## src/rtl/dac_dbuf_pkg.sv

```systemverilog
package dac_dbuf_pkg;

  // Synchronised strobe bundle, all active-low.
  typedef struct packed {
    logic cs_n;
    logic wr_n;
    logic ld_n;
  } strobe_t;

  localparam int STROBE_W = $bits(strobe_t);

  // Idle (inactive) value of the strobe bundle.
  localparam strobe_t STROBE_IDLE = '{cs_n: 1'b1, wr_n: 1'b1, ld_n: 1'b1};

endpackage

```

## src/rtl/dbuf_sync_pipe.sv

```systemverilog
module dbuf_sync_pipe #(
  parameter int              WIDTH   = 1,
  parameter int              STAGES  = 2,
  parameter logic [WIDTH-1:0] RST_VAL = '0
) (
  input  logic             clk,
  input  logic             rst_n,
  input  logic [WIDTH-1:0] d_i,
  output logic [WIDTH-1:0] q_o
);

  logic [WIDTH-1:0] stage_q [STAGES];

  generate
    for (genvar s = 0; s < STAGES; s++) begin : g_stage
      logic [WIDTH-1:0] stage_d;
      if (s == 0) begin : g_first
        assign stage_d = d_i;
      end else begin : g_next
        assign stage_d = stage_q[s-1];
      end
      always_ff @(posedge clk or negedge rst_n) begin
        if (!rst_n) begin
          stage_q[s] <= RST_VAL;
        end else begin
          stage_q[s] <= stage_d;
        end
      end
    end
  endgenerate

  assign q_o = stage_q[STAGES-1];

endmodule

```

## src/rtl/dbuf_stage_reg.sv

```systemverilog
module dbuf_stage_reg #(
  parameter int DATA_W = 14
) (
  input  logic              clk,
  input  logic              rst_n,
  input  logic              clr,
  input  logic              cs_n_i,
  input  logic              wr_n_i,
  input  logic [DATA_W-1:0] data_i,
  output logic              open_o,
  output logic [DATA_W-1:0] code_o
);

  logic              open_w;
  logic              load_en;
  logic [DATA_W-1:0] code_d;
  logic [DATA_W-1:0] code_q;

  // Transparent while both strobes are low.
  assign open_w  = ~cs_n_i & ~wr_n_i;
  assign load_en = clr | open_w;

  always_comb begin
    code_d = code_q;
    if (clr) begin
      code_d = '0;
    end else if (open_w) begin
      code_d = data_i;
    end
  end

  always_ff @(posedge clk or negedge rst_n) begin
    if (!rst_n) begin
      code_q <= '0;
    end else if (load_en) begin
      code_q <= code_d;
    end
  end

  assign open_o = open_w;
  assign code_o = code_q;

  // a closed staging register keeps its contents
  p_stage_hold_r2: assert property (@(posedge clk) disable iff (!rst_n)
    (!open_w && !clr) |=> $stable(code_q));

endmodule

```

## src/rtl/dbuf_out_reg.sv

```systemverilog
module dbuf_out_reg #(
  parameter int DATA_W = 14
) (
  input  logic              clk,
  input  logic              rst_n,
  input  logic              clr,
  input  logic              stage_open_i,
  input  logic              ld_n_i,
  input  logic [DATA_W-1:0] stage_code_i,
  output logic [DATA_W-1:0] code_o,
  output logic              xfer_o
);

  logic              pass_en;
  logic [DATA_W-1:0] code_d;
  logic [DATA_W-1:0] code_q;
  logic              xfer_d;
  logic              xfer_q;

  // Transfer only with load low and the staging register closed (inhibit rule).
  assign pass_en = ~ld_n_i & ~stage_open_i;

  always_comb begin
    code_d = code_q;
    xfer_d = 1'b0;
    if (clr) begin
      code_d = '0;
    end else if (pass_en) begin
      code_d = stage_code_i;
      xfer_d = (stage_code_i != code_q);
    end
  end

  always_ff @(posedge clk or negedge rst_n) begin
    if (!rst_n) begin
      code_q <= '0;
      xfer_q <= 1'b0;
    end else begin
      xfer_q <= xfer_d;
      if (clr | pass_en) begin
        code_q <= code_d;
      end
    end
  end

  assign code_o = code_q;
  assign xfer_o = xfer_q;

  // no update while the staging register is open
  p_inhibit_open_r4: assert property (@(posedge clk) disable iff (!rst_n)
    (stage_open_i && !clr) |=> $stable(code_q));

  // load high freezes the output
  p_load_hold_r5: assert property (@(posedge clk) disable iff (!rst_n)
    (ld_n_i && !clr) |=> $stable(code_q));

  // a pulse always accompanies a changed code
  p_pulse_change_r7: assert property (@(posedge clk) disable iff (!rst_n)
    xfer_q |-> (code_q != $past(code_q)));

  // clear zeroes the output with no pulse
  p_clear_zero_r8: assert property (@(posedge clk) disable iff (!rst_n)
    clr |=> (code_q == '0) && !xfer_q);

endmodule

```

## src/rtl/dac_dbuf_ctrl.sv

```systemverilog
module dac_dbuf_ctrl
  import dac_dbuf_pkg::*;
#(
  parameter int DATA_W      = 14,
  parameter int SYNC_STAGES = 2
) (
  input  logic              clk,
  input  logic              rst_n,
  input  logic              clr,
  input  logic              cs_n,
  input  logic              wr_n,
  input  logic              ld_n,
  input  logic [DATA_W-1:0] din,
  output logic [DATA_W-1:0] dac_code,
  output logic              xfer_pulse
);

  localparam int RST_STAGES = 2;

  // Reset: asynchronous assertion, synchronous release.
  logic [RST_STAGES-1:0] rst_pipe_q;
  logic                  rst_int_n;

  always_ff @(posedge clk or negedge rst_n) begin
    if (!rst_n) begin
      rst_pipe_q <= '0;
    end else begin
      rst_pipe_q <= {rst_pipe_q[RST_STAGES-2:0], 1'b1};
    end
  end
  assign rst_int_n = rst_pipe_q[RST_STAGES-1];

  // Matched synchronisers for strobes and data.
  strobe_t           strobe_raw;
  strobe_t           strobe_s;
  logic [DATA_W-1:0] data_s;

  assign strobe_raw = '{cs_n: cs_n, wr_n: wr_n, ld_n: ld_n};

  dbuf_sync_pipe #(
    .WIDTH  (STROBE_W),
    .STAGES (SYNC_STAGES),
    .RST_VAL(STROBE_IDLE)
  ) u_strobe_sync (
    .clk  (clk),
    .rst_n(rst_int_n),
    .d_i  (strobe_raw),
    .q_o  (strobe_s)
  );

  dbuf_sync_pipe #(
    .WIDTH  (DATA_W),
    .STAGES (SYNC_STAGES),
    .RST_VAL('0)
  ) u_data_sync (
    .clk  (clk),
    .rst_n(rst_int_n),
    .d_i  (din),
    .q_o  (data_s)
  );

  logic              stage_open;
  logic [DATA_W-1:0] stage_code;

  dbuf_stage_reg #(.DATA_W(DATA_W)) u_stage (
    .clk   (clk),
    .rst_n (rst_int_n),
    .clr   (clr),
    .cs_n_i(strobe_s.cs_n),
    .wr_n_i(strobe_s.wr_n),
    .data_i(data_s),
    .open_o(stage_open),
    .code_o(stage_code)
  );

  dbuf_out_reg #(.DATA_W(DATA_W)) u_out (
    .clk         (clk),
    .rst_n       (rst_int_n),
    .clr         (clr),
    .stage_open_i(stage_open),
    .ld_n_i      (strobe_s.ld_n),
    .stage_code_i(stage_code),
    .code_o      (dac_code),
    .xfer_o      (xfer_pulse)
  );

  // reset state of the outputs
  p_reset_state_r9: assert property (@(posedge clk)
    !rst_int_n |-> (dac_code == '0) && !xfer_pulse);

endmodule

```

## config.mk

```make
export PLATFORM = sky130hd
export DESIGN_NAME = dac_dbuf_ctrl
export DESIGN_NICKNAME = d
export VERILOG_FILES = /design/src/rtl/dac_dbuf_pkg.sv /design/src/rtl/dbuf_sync_pipe.sv /design/src/rtl/dbuf_stage_reg.sv /design/src/rtl/dbuf_out_reg.sv /design/src/rtl/dac_dbuf_ctrl.sv
export SDC_FILE = /design/constraint.sdc
export NUM_CORES = 1
export LEC_CHECK = 0
export CORE_UTILIZATION = 58
export CTS_BUF_LIST = sky130_fd_sc_hd__clkbuf_8
export DETAILED_ROUTE_END_ITERATION = 10
export PLACE_DENSITY = 0.91
export SYNTH_ARGS = -nofsm -noshare
export SYNTH_HDL_FRONTEND = slang
export SYNTH_SLANG_ARGS = --single-unit
```

## constraint.sdc

```tcl
create_clock -name clk -period 2.8 [get_ports clk]
set_input_delay 0.28 -clock clk [delete_from_list [all_inputs] [get_ports clk]]
set_output_delay 0.28 -clock clk [all_outputs]
set_load 0.02 [all_outputs]
```

[Word-level counts from Yosys, hierarchy flattened]
Cells that the tools add are included.
Word-level totals
  register bits: 65
  bits in latches: 0
  memory bits (writable): 0
  ROM bits: 0
  input bits: 20
  memories kept: 0
Operators by class
  add/sub/neg operators: 0
  $mul: 0
  divide/modulo/power cells: 0
  $lt $le $gt $ge: 0
  equal/unequal tests: 1
  shift operators: 0
  muxes and demuxes: 6
  bitwise gates (word level): 8
  reductions and logical operators: 4
Operators by type and width (count)
  2-to-1 mux 14 bit: 4
  inequality test 14 bit: 1
  NOT 1 bit: 4
  AND reduction 2 bit: 2
  nonzero test 2 bit: 2
  AND 1 bit: 2
  2-to-1 mux 1 bit: 2
  bitwise OR 1 bit: 2

[Longest topological paths before layout]
Gate-level depths: netlist of run 1.
  depth in word-level cells: 6
  mapped depth: 5
  mapped depth without buffers: 4

[Cells and area by module]
A second synthesis of run 1 with hierarchy kept.
Unflattened totals
  cell total of the unflattened synthesis: 184
  area, all modules: 2327.2 um^2
Modules (own cells, without submodules)
  dbuf_out_reg: instances 1, cells an instance 83, area each 755.7 um^2, seq. area each 375.4 um^2
  dbuf_sync_pipe at u_data_sync: instances 1, cells an instance 28, area each 700.7 um^2, seq. area each 700.7 um^2
  dbuf_stage_reg: instances 1, cells an instance 64, area each 659.4 um^2, seq. area each 350.3 um^2
  dbuf_sync_pipe at u_strobe_sync: instances 1, cells an instance 6, area each 157.7 um^2, seq. area each 157.7 um^2
  dac_dbuf_ctrl: instances 1, cells an instance 3, area each 53.8 um^2, seq. area each 50.0 um^2

[Worst setup path after synthesis of run 1]
Ideal clock, no wire load.
  kind: reg-to-reg
  start point: reg u_out.code_q[5], in the netlist u_out.code_o[5]
  end point: reg u_out.xfer_q, in the netlist u_out.xfer_o
  setup time: 0.124 ns
  arrival time: 1.199 ns
  data required time: 2.676 ns
  setup slack: 1.477 ns
  cell stages (with the launch flop): 5
  buffers on the path: 0
  clock period less this slack: 1.323 ns
  cell sequence: dfrtp_1 > xor2_1 > nor4_2 > nand3_1 > o31a_1
Between the ends
  longest elaborated chain between the ends: 3
Ends and longest elaborated chain
  start: declaration: RTL line dbuf_out_reg.sv:16  | logic [DATA_W-1:0] code_q;
  start signal: assignment: RTL line dbuf_out_reg.sv:41  | code_q <= code_d;
  inequality test 14 bit: RTL line dbuf_out_reg.sv:30  | xfer_d = (stage_code_i != code_q);
  2-to-1 mux 1 bit: RTL line dbuf_out_reg.sv:28  | end else if (pass_en) begin
  2-to-1 mux 1 bit: RTL line dbuf_out_reg.sv:26  | if (clr) begin
  net u_out.xfer_d: RTL line dbuf_out_reg.sv:17  | logic xfer_d;
  end signal: assignment: RTL line dbuf_out_reg.sv:39  | xfer_q <= xfer_d;
  end: declaration: RTL line dbuf_out_reg.sv:18  | logic xfer_q;
The timed path passes the listed nets, and every way through them passes these cells.
A chain may end at the register's enable or synchronous reset.

[Worst setup path in the final report of run 1]
  start point: reg u_out.code_q[9], in the netlist u_out.code_o[9]
  end point: out dac_code[9]
RTL lines
  end: declaration: RTL line dac_dbuf_ctrl.sv:14  | output logic [DATA_W-1:0] dac_code,
No word-level cell between the ends.

==> results of run 1 <==
-- layer usage --
metal,share of wire (%),track usage (%)
met1,41,26.2
met2,52,34.8
met3,4.8,6.70
met4,2.0,10.8
met5,0,0
-- sequential cells by signal (all words and copies together), names as in the netlist --
name,count
u_out.xfer_o,1
u_out.code_o,14
rst_pipe_q,2
u_data_sync.q_o,14
u_strobe_sync.q_o,3
u_stage.code_o,14
u_strobe_sync.g_stage.stage_d,3
u_data_sync.g_stage.stage_d,14
-- cells by family after synthesis --
group | synth area share (%)
flops | 75.0
compound gates | 9.30
other cells | 0.172
buf+inv | 1.72
simple gates | 8.21
xor+xnor | 5.63
-- power breakdown --
part | switching (mW) | internal, mW
Clock | 0.331 | 0.311
Sequential | 0.0294 | 0.983
Combinational | 0.0585 | 0.0574
Total | 0.419 | 1.35
-- cell usage in the layout (no fill, tap or decap), drive strengths merged --
cell type	synthesis	final
conb	1	1
nand2	28	28
nor3	1	1
nand4	2	2
a21oi	14	14
xnor2	10	10
clkinvlp	0	1
nor2	3	3
clkbuf	2	9
buf	5	1
or2	1	1
o31a	1	1
dfrtp	59	59
nor4	1	1
dfstp	6	6
clkinv	0	6
xor2	4	4
clkdlybuf4s50	0	34
nand3	1	1
a22o	14	14
-- worst reg2reg max path, stage by stage (launching register included) --
cell,delay [ps]
dfstp_2,380
nor2_4,330
nor2_1,90
nor2_2,440
a22o_1,230
-- cell type report --
type / count / area, sq um
clock inverters: 7 / 37.5
fillers: 207 / 758
clock buffers: 9 / 124
flip-flops and latches: 65 / 1640
well taps: 46 / 57.6
repair buffers: 35 / 348
multi-input cells: 81 / 508
-- through the flow --
stage	instance area, sq um	power [mW]	instances	worst slack, ps	hold WS [ps]
after floorplan	2180	1.09	153	867	-15.6
after global placement	2550	1.13	227	959	213
after detailed placement	2550	1.15	227	874	225
after CTS	2710	1.78	243	1130	107
after global routing	2710	1.85	243	1080	104
final	2710	1.77	243	1150	118
-- path summary, 6_finish.rpt --
kind / cells after the start / start / slack, ps / endpoint
worst max-delay path: 1 / u_out.code_o[9]$_DFFE_PN0P_ / 1150 / dac_code[9]
worst min-delay path: 1 / rst_n / 120 / rst_pipe_q[0]$_DFF_PN0_
worst max register to register: 4 / u_strobe_sync.q_o[1]$_DFF_PN1_ / 1270 / u_out.code_o[9]$_DFFE_PN0P_
worst min register to register: 0 / rst_pipe_q[1]$_DFF_PN0_ / 220 / u_data_sync.q_o[10]$_DFF_PN0_
max in group asynchronous: 1 / rst_pipe_q[1]$_DFF_PN0_ / 1710 / u_strobe_sync.q_o[1]$_DFF_PN1_
min in group clk: 0 / u_strobe_sync.g_stage[1].stage_d[0]$_DFF_PN1_ / 350 / u_strobe_sync.q_o[0]$_DFF_PN1_
==> results_dict.tcl, run 1 <==
set metrics [dict create \
    critical_path_class "register to output pin" \
    drtPass1Iterations 4 \
    cts_resized 0 \
    cts_max_level 3 \
    cts_buffer_depth 2 \
    post-synth-top-count-cell "dfrtp_1" \
    cp_top_family "buffers and inverters" \
    drtIter0Drc 38 \
    synth_ff_type "dfrtp_1" \
    maxCapViolCount 0 \
    io_buffers 34 \
    outcome "complete, no violations" \
    cts_root_buffer "clkbuf_8" \
    clock.fmax_mhz 605 \
    cts_setup_buffers 0 \
    die_x_um 63.3 \
    synthesis.nets 173 \
    dieArea_sq_mm 0.00401 \
    arrival_ps 1370 \
    grt_pass1_wl_um 6170 \
    finalCoreUtilization_pct 78.1 \
    routabilityCongestion 0.824 \
    area_growth_pct 24.3 \
    synth_cell_type_count 21 \
    hpwl_um 2500 \
    synthCells 153 \
    setup_viol 0 \
    async_flop_share_pct 100 \
    core_sq_mm 0.00347 \
    grt_pass1_vias 1328 \
    syn-cell-area_sq_mm 0.00218 \
    synth_area_leaders "dfrtp_1 (68%), dfstp_2 (7.2%), a22o_1 (5.2%)" \
    vias_per_cell 5.38 \
    numCtsBuffers 9 \
    start_util_pct 62.8 \
    required_ps 2520 \
    clock_latency_ps 330 \
    ir_drop_mv 0.443 \
    ys_ff_latch 65 \
    fp-row-count 21 \
    antenna_found_initial 0 \
    slew-limit-headroom_pct 57.7 \
    synth_top_cells_by_count "dfrtp_1 (59), nand2_1 (28), a21oi_1 (14)" \
    fin_crit_ps 1650 \
    num_antenna_cells 0 \
    synth_top_area_cell "dfrtp_1" \
    synth_edf_count 0 \
    cts.sinks 65 \
    fin_skew_ps 9.16 \
    hold_class "input pin to async pin" \
    crit_slowest_cell "clkdlybuf4s50_1" \
    cp_slowest_stage_delay_ps 630 \
    clk_pin_slew_worst_paths_ps 60 \
    vias 1307 \
    ys_seq_area_share_pct 75.0 \
    die_h_um 63.3 \
    overflow 0 \
    cts-hold-fix-buffers 0 \
    ys_warn_count 0 \
    finalCritPeriodShare_pct 59.1 \
    tightest_slew_ps 632 \
    yosysTopAreaCellShare_pct 67.7 \
    cp_cell_sequence "clkdlybuf4s50_1" \
    path_buf_inv 1 \
    syn_avg_cell_area_sq_um 14.2 \
    grtUsageTotal_pct 21.5 \
    cp-start-kind "register" \
    crit_fanout 3 \
    drt.antenna.violating_nets 0 \
    slew_violations 0 \
    route.detailed.drc 0 \
    p_per_area_mw_per_mm2 653 \
    hold_viol 0 \
    leakagePower_nw 1.20 \
    wl_per_cell_um 14.9 \
    grt_max_degree 42 \
    drt-total-wl_um 3610 \
    nNetsFinal 212 \
    rsz0062_at_grt "no" \
    drive_gt1_share_pct 15.2 \
    io_pins 35 \
    finalSetupTns_ps 0 \
    cp-end-kind "output pin" \
    cts_tree "built" \
]
No activity file was read; power rests on OpenSTA's default activity.
==> run 2, diff against run 1 <==
- CORE_UTILIZATION: 58 -> 49
- PLACE_DENSITY: 0.91 -> 0.82
- clock period: 2.8 -> 1.5 ns (I/O delays scaled with it)
==> results_dict.tcl, run 2 (same netlist as run 1, synthesis figures left out) <==
set metrics [dict create \
    rsz0062_at_grt "no" \
    vias_per_cell 5.17 \
    drt.antenna.violating_nets 0 \
    tightest_slew_ps 547 \
    finalSetupTns_ps 0 \
    cp_slowest_stage_delay_ps 590 \
    cp_top_family "buffers and inverters" \
    hold_viol 0 \
    fp-row-count 23 \
    cp-end-kind "output pin" \
    crit_slowest_cell "clkdlybuf4s50_1" \
    num_antenna_cells 0 \
    fillers 298 \
    final_cells 248 \
    slew_violations 0 \
    place_ws_ps 80.2 \
    p_per_area_mw_per_mm2 1210 \
    grtUsageTotal_pct 18.3 \
    core_sq_mm 0.00414 \
    path_buf_inv 1 \
    clock_latency_ps 320 \
    antenna_found_initial 0 \
    drtIter0Drc 158 \
    cts_root_buffer "clkbuf_8" \
    clock.fmax_mhz 721 \
    fin_skew_ps 5.69 \
    setup_slack_ps 113 \
    crit_fanout 1 \
    critical_path_class "register to output pin" \
    maxCapViolCount 0 \
    die_x_um 68.7 \
    fin_crit_ps 1390 \
    numCtsBuffers 9 \
    io_buffers 34 \
    finalCritPeriodShare_pct 92.5 \
    grt_pass1_wl_um 5850 \
    grt_pass1_vias 1294 \
    cp_cell_sequence "clkdlybuf4s50_1" \
    die_h_um 68.7 \
    outcome "complete, no violations" \
    place_inst 234 \
    cts_setup_buffers 0 \
    drive_gt1_share_pct 14.6 \
    hold_class "register to async pin" \
    clk_pin_slew_worst_paths_ps 60 \
    grt_max_degree 53 \
    area_growth_pct 27.0 \
    cts_max_level 3 \
    leakagePower_nw 1.36 \
    vias 1281 \
    cp-start-kind "register" \
    nNetsFinal 216 \
    wl_per_cell_um 14.3 \
    cts_buffer_depth 2 \
    layout_common_cells "dfrtp_1 (58), nand2_1 (28), clkdlybuf4s50_1 (20)" \
    drt-total-wl_um 3540 \
    arrival_ps 1240 \
    required_ps 1350 \
    finalCoreUtilization_pct 66.8 \
    io_pins 35 \
    final_common_cell "dfrtp_1" \
    start_util_pct 52.6 \
    route.detailed.drc 0 \
    cts.sinks 65 \
    overflow 0 \
    drtPass1Iterations 4 \
    routabilityCongestion 0.811 \
    dieArea_sq_mm 0.00472 \
    hpwl_um 2500 \
    setup_viol 0 \
    place_area_sq_mm 0.00259 \
    slew-limit-headroom_pct 63.5 \
    final_area_sq_mm 0.00277 \
    cts_tree "built" \
    ir_drop_mv 0.642 \
]
run 2: cell types whose count changed in the layout (fill, tap and decap cells not counted), moves of 2 or more:
cell             before  now
dlymetal6s2s_1        0    5
dlygate4sd2_1         0    9
clkinv_2              6    0
clkbuf_8              9   12
clkdlybuf4s50_1      34   20
buf_4                 1    3
run 2: path summary, 6_finish.rpt:
| kind | from | end | slack, ps | depth (start not counted) |
|---|---|---|---|---|
| min in group clk | wr_n | u_strobe_sync.g_stage[1].stage_d[1]$_DFF_PN1_ | 240 | 1 |
| worst max register to register | u_strobe_sync.q_o[0]$_DFF_PN1_ | u_out.code_o[5]$_DFFE_PN0P_ | 160 | 3 |
| worst min-delay path | rst_pipe_q[1]$_DFF_PN0_ | u_data_sync.g_stage[1].stage_d[10]$_DFF_PN0_ | 140 | 0 |
| worst min register to register | rst_pipe_q[1]$_DFF_PN0_ | u_data_sync.g_stage[1].stage_d[10]$_DFF_PN0_ | 140 | 0 |
| max in group asynchronous | rst_pipe_q[1]$_DFF_PN0_ | u_strobe_sync.q_o[0]$_DFF_PN1_ | 770 | 1 |
| worst max-delay path | u_out.xfer_o$_DFF_PN0_ | xfer_pulse | 110 | 1 |
run 2: routing by layer:
layer	track usage (%)	share of wire (%)	vias up
li1	-	-	595
met1	20.5	40	638
met2	28.9	53	42
met4	14.0	2.6	0
met3	5.92	4.3	6
met5	0	0	-
run 2: area by class of cell:
cell class	count	area, sq um	share of cell area [%]
flip-flops and latches	65	1640	59.1
multi-input cells	81	508	18.3
repair buffers	39	394	14.2
clock buffers	12	165	5.96
well taps	50	62.6	2.26
clock inverters	1	3.75	0.136
run 2: metrics by stage:
stage                     total power, mW  hold WS (ps)
after CTS                            3.40           150
after detailed placement             2.15           147
final                                3.36           141
after global routing                 3.51           170
after global placement               2.13           136
after floorplan                      2.03          -146
run 2: power breakdown:
| part | switching (mW) | internal [mW] |
|---|---|---|
| clock | 0.545 | 0.702 |
| combinational | 0.113 | 0.113 |
| sequential | 0.0488 | 1.84 |
run 2: repair_timing:
action	4_1_cts	5_1_grt
resized for setup	9	5
hold endpoints to repair	2	0
pin swaps	0	0
hold buffers	1	0
setup endpoints to repair	9	5
==> run 3, diff against run 2 <==
- GPL_TIMING_DRIVEN: default -> 1
- SLEW_MARGIN: default -> 5
==> results of run 3 <==
The final DEF is identical to that of run 2; final timing and power are the same.
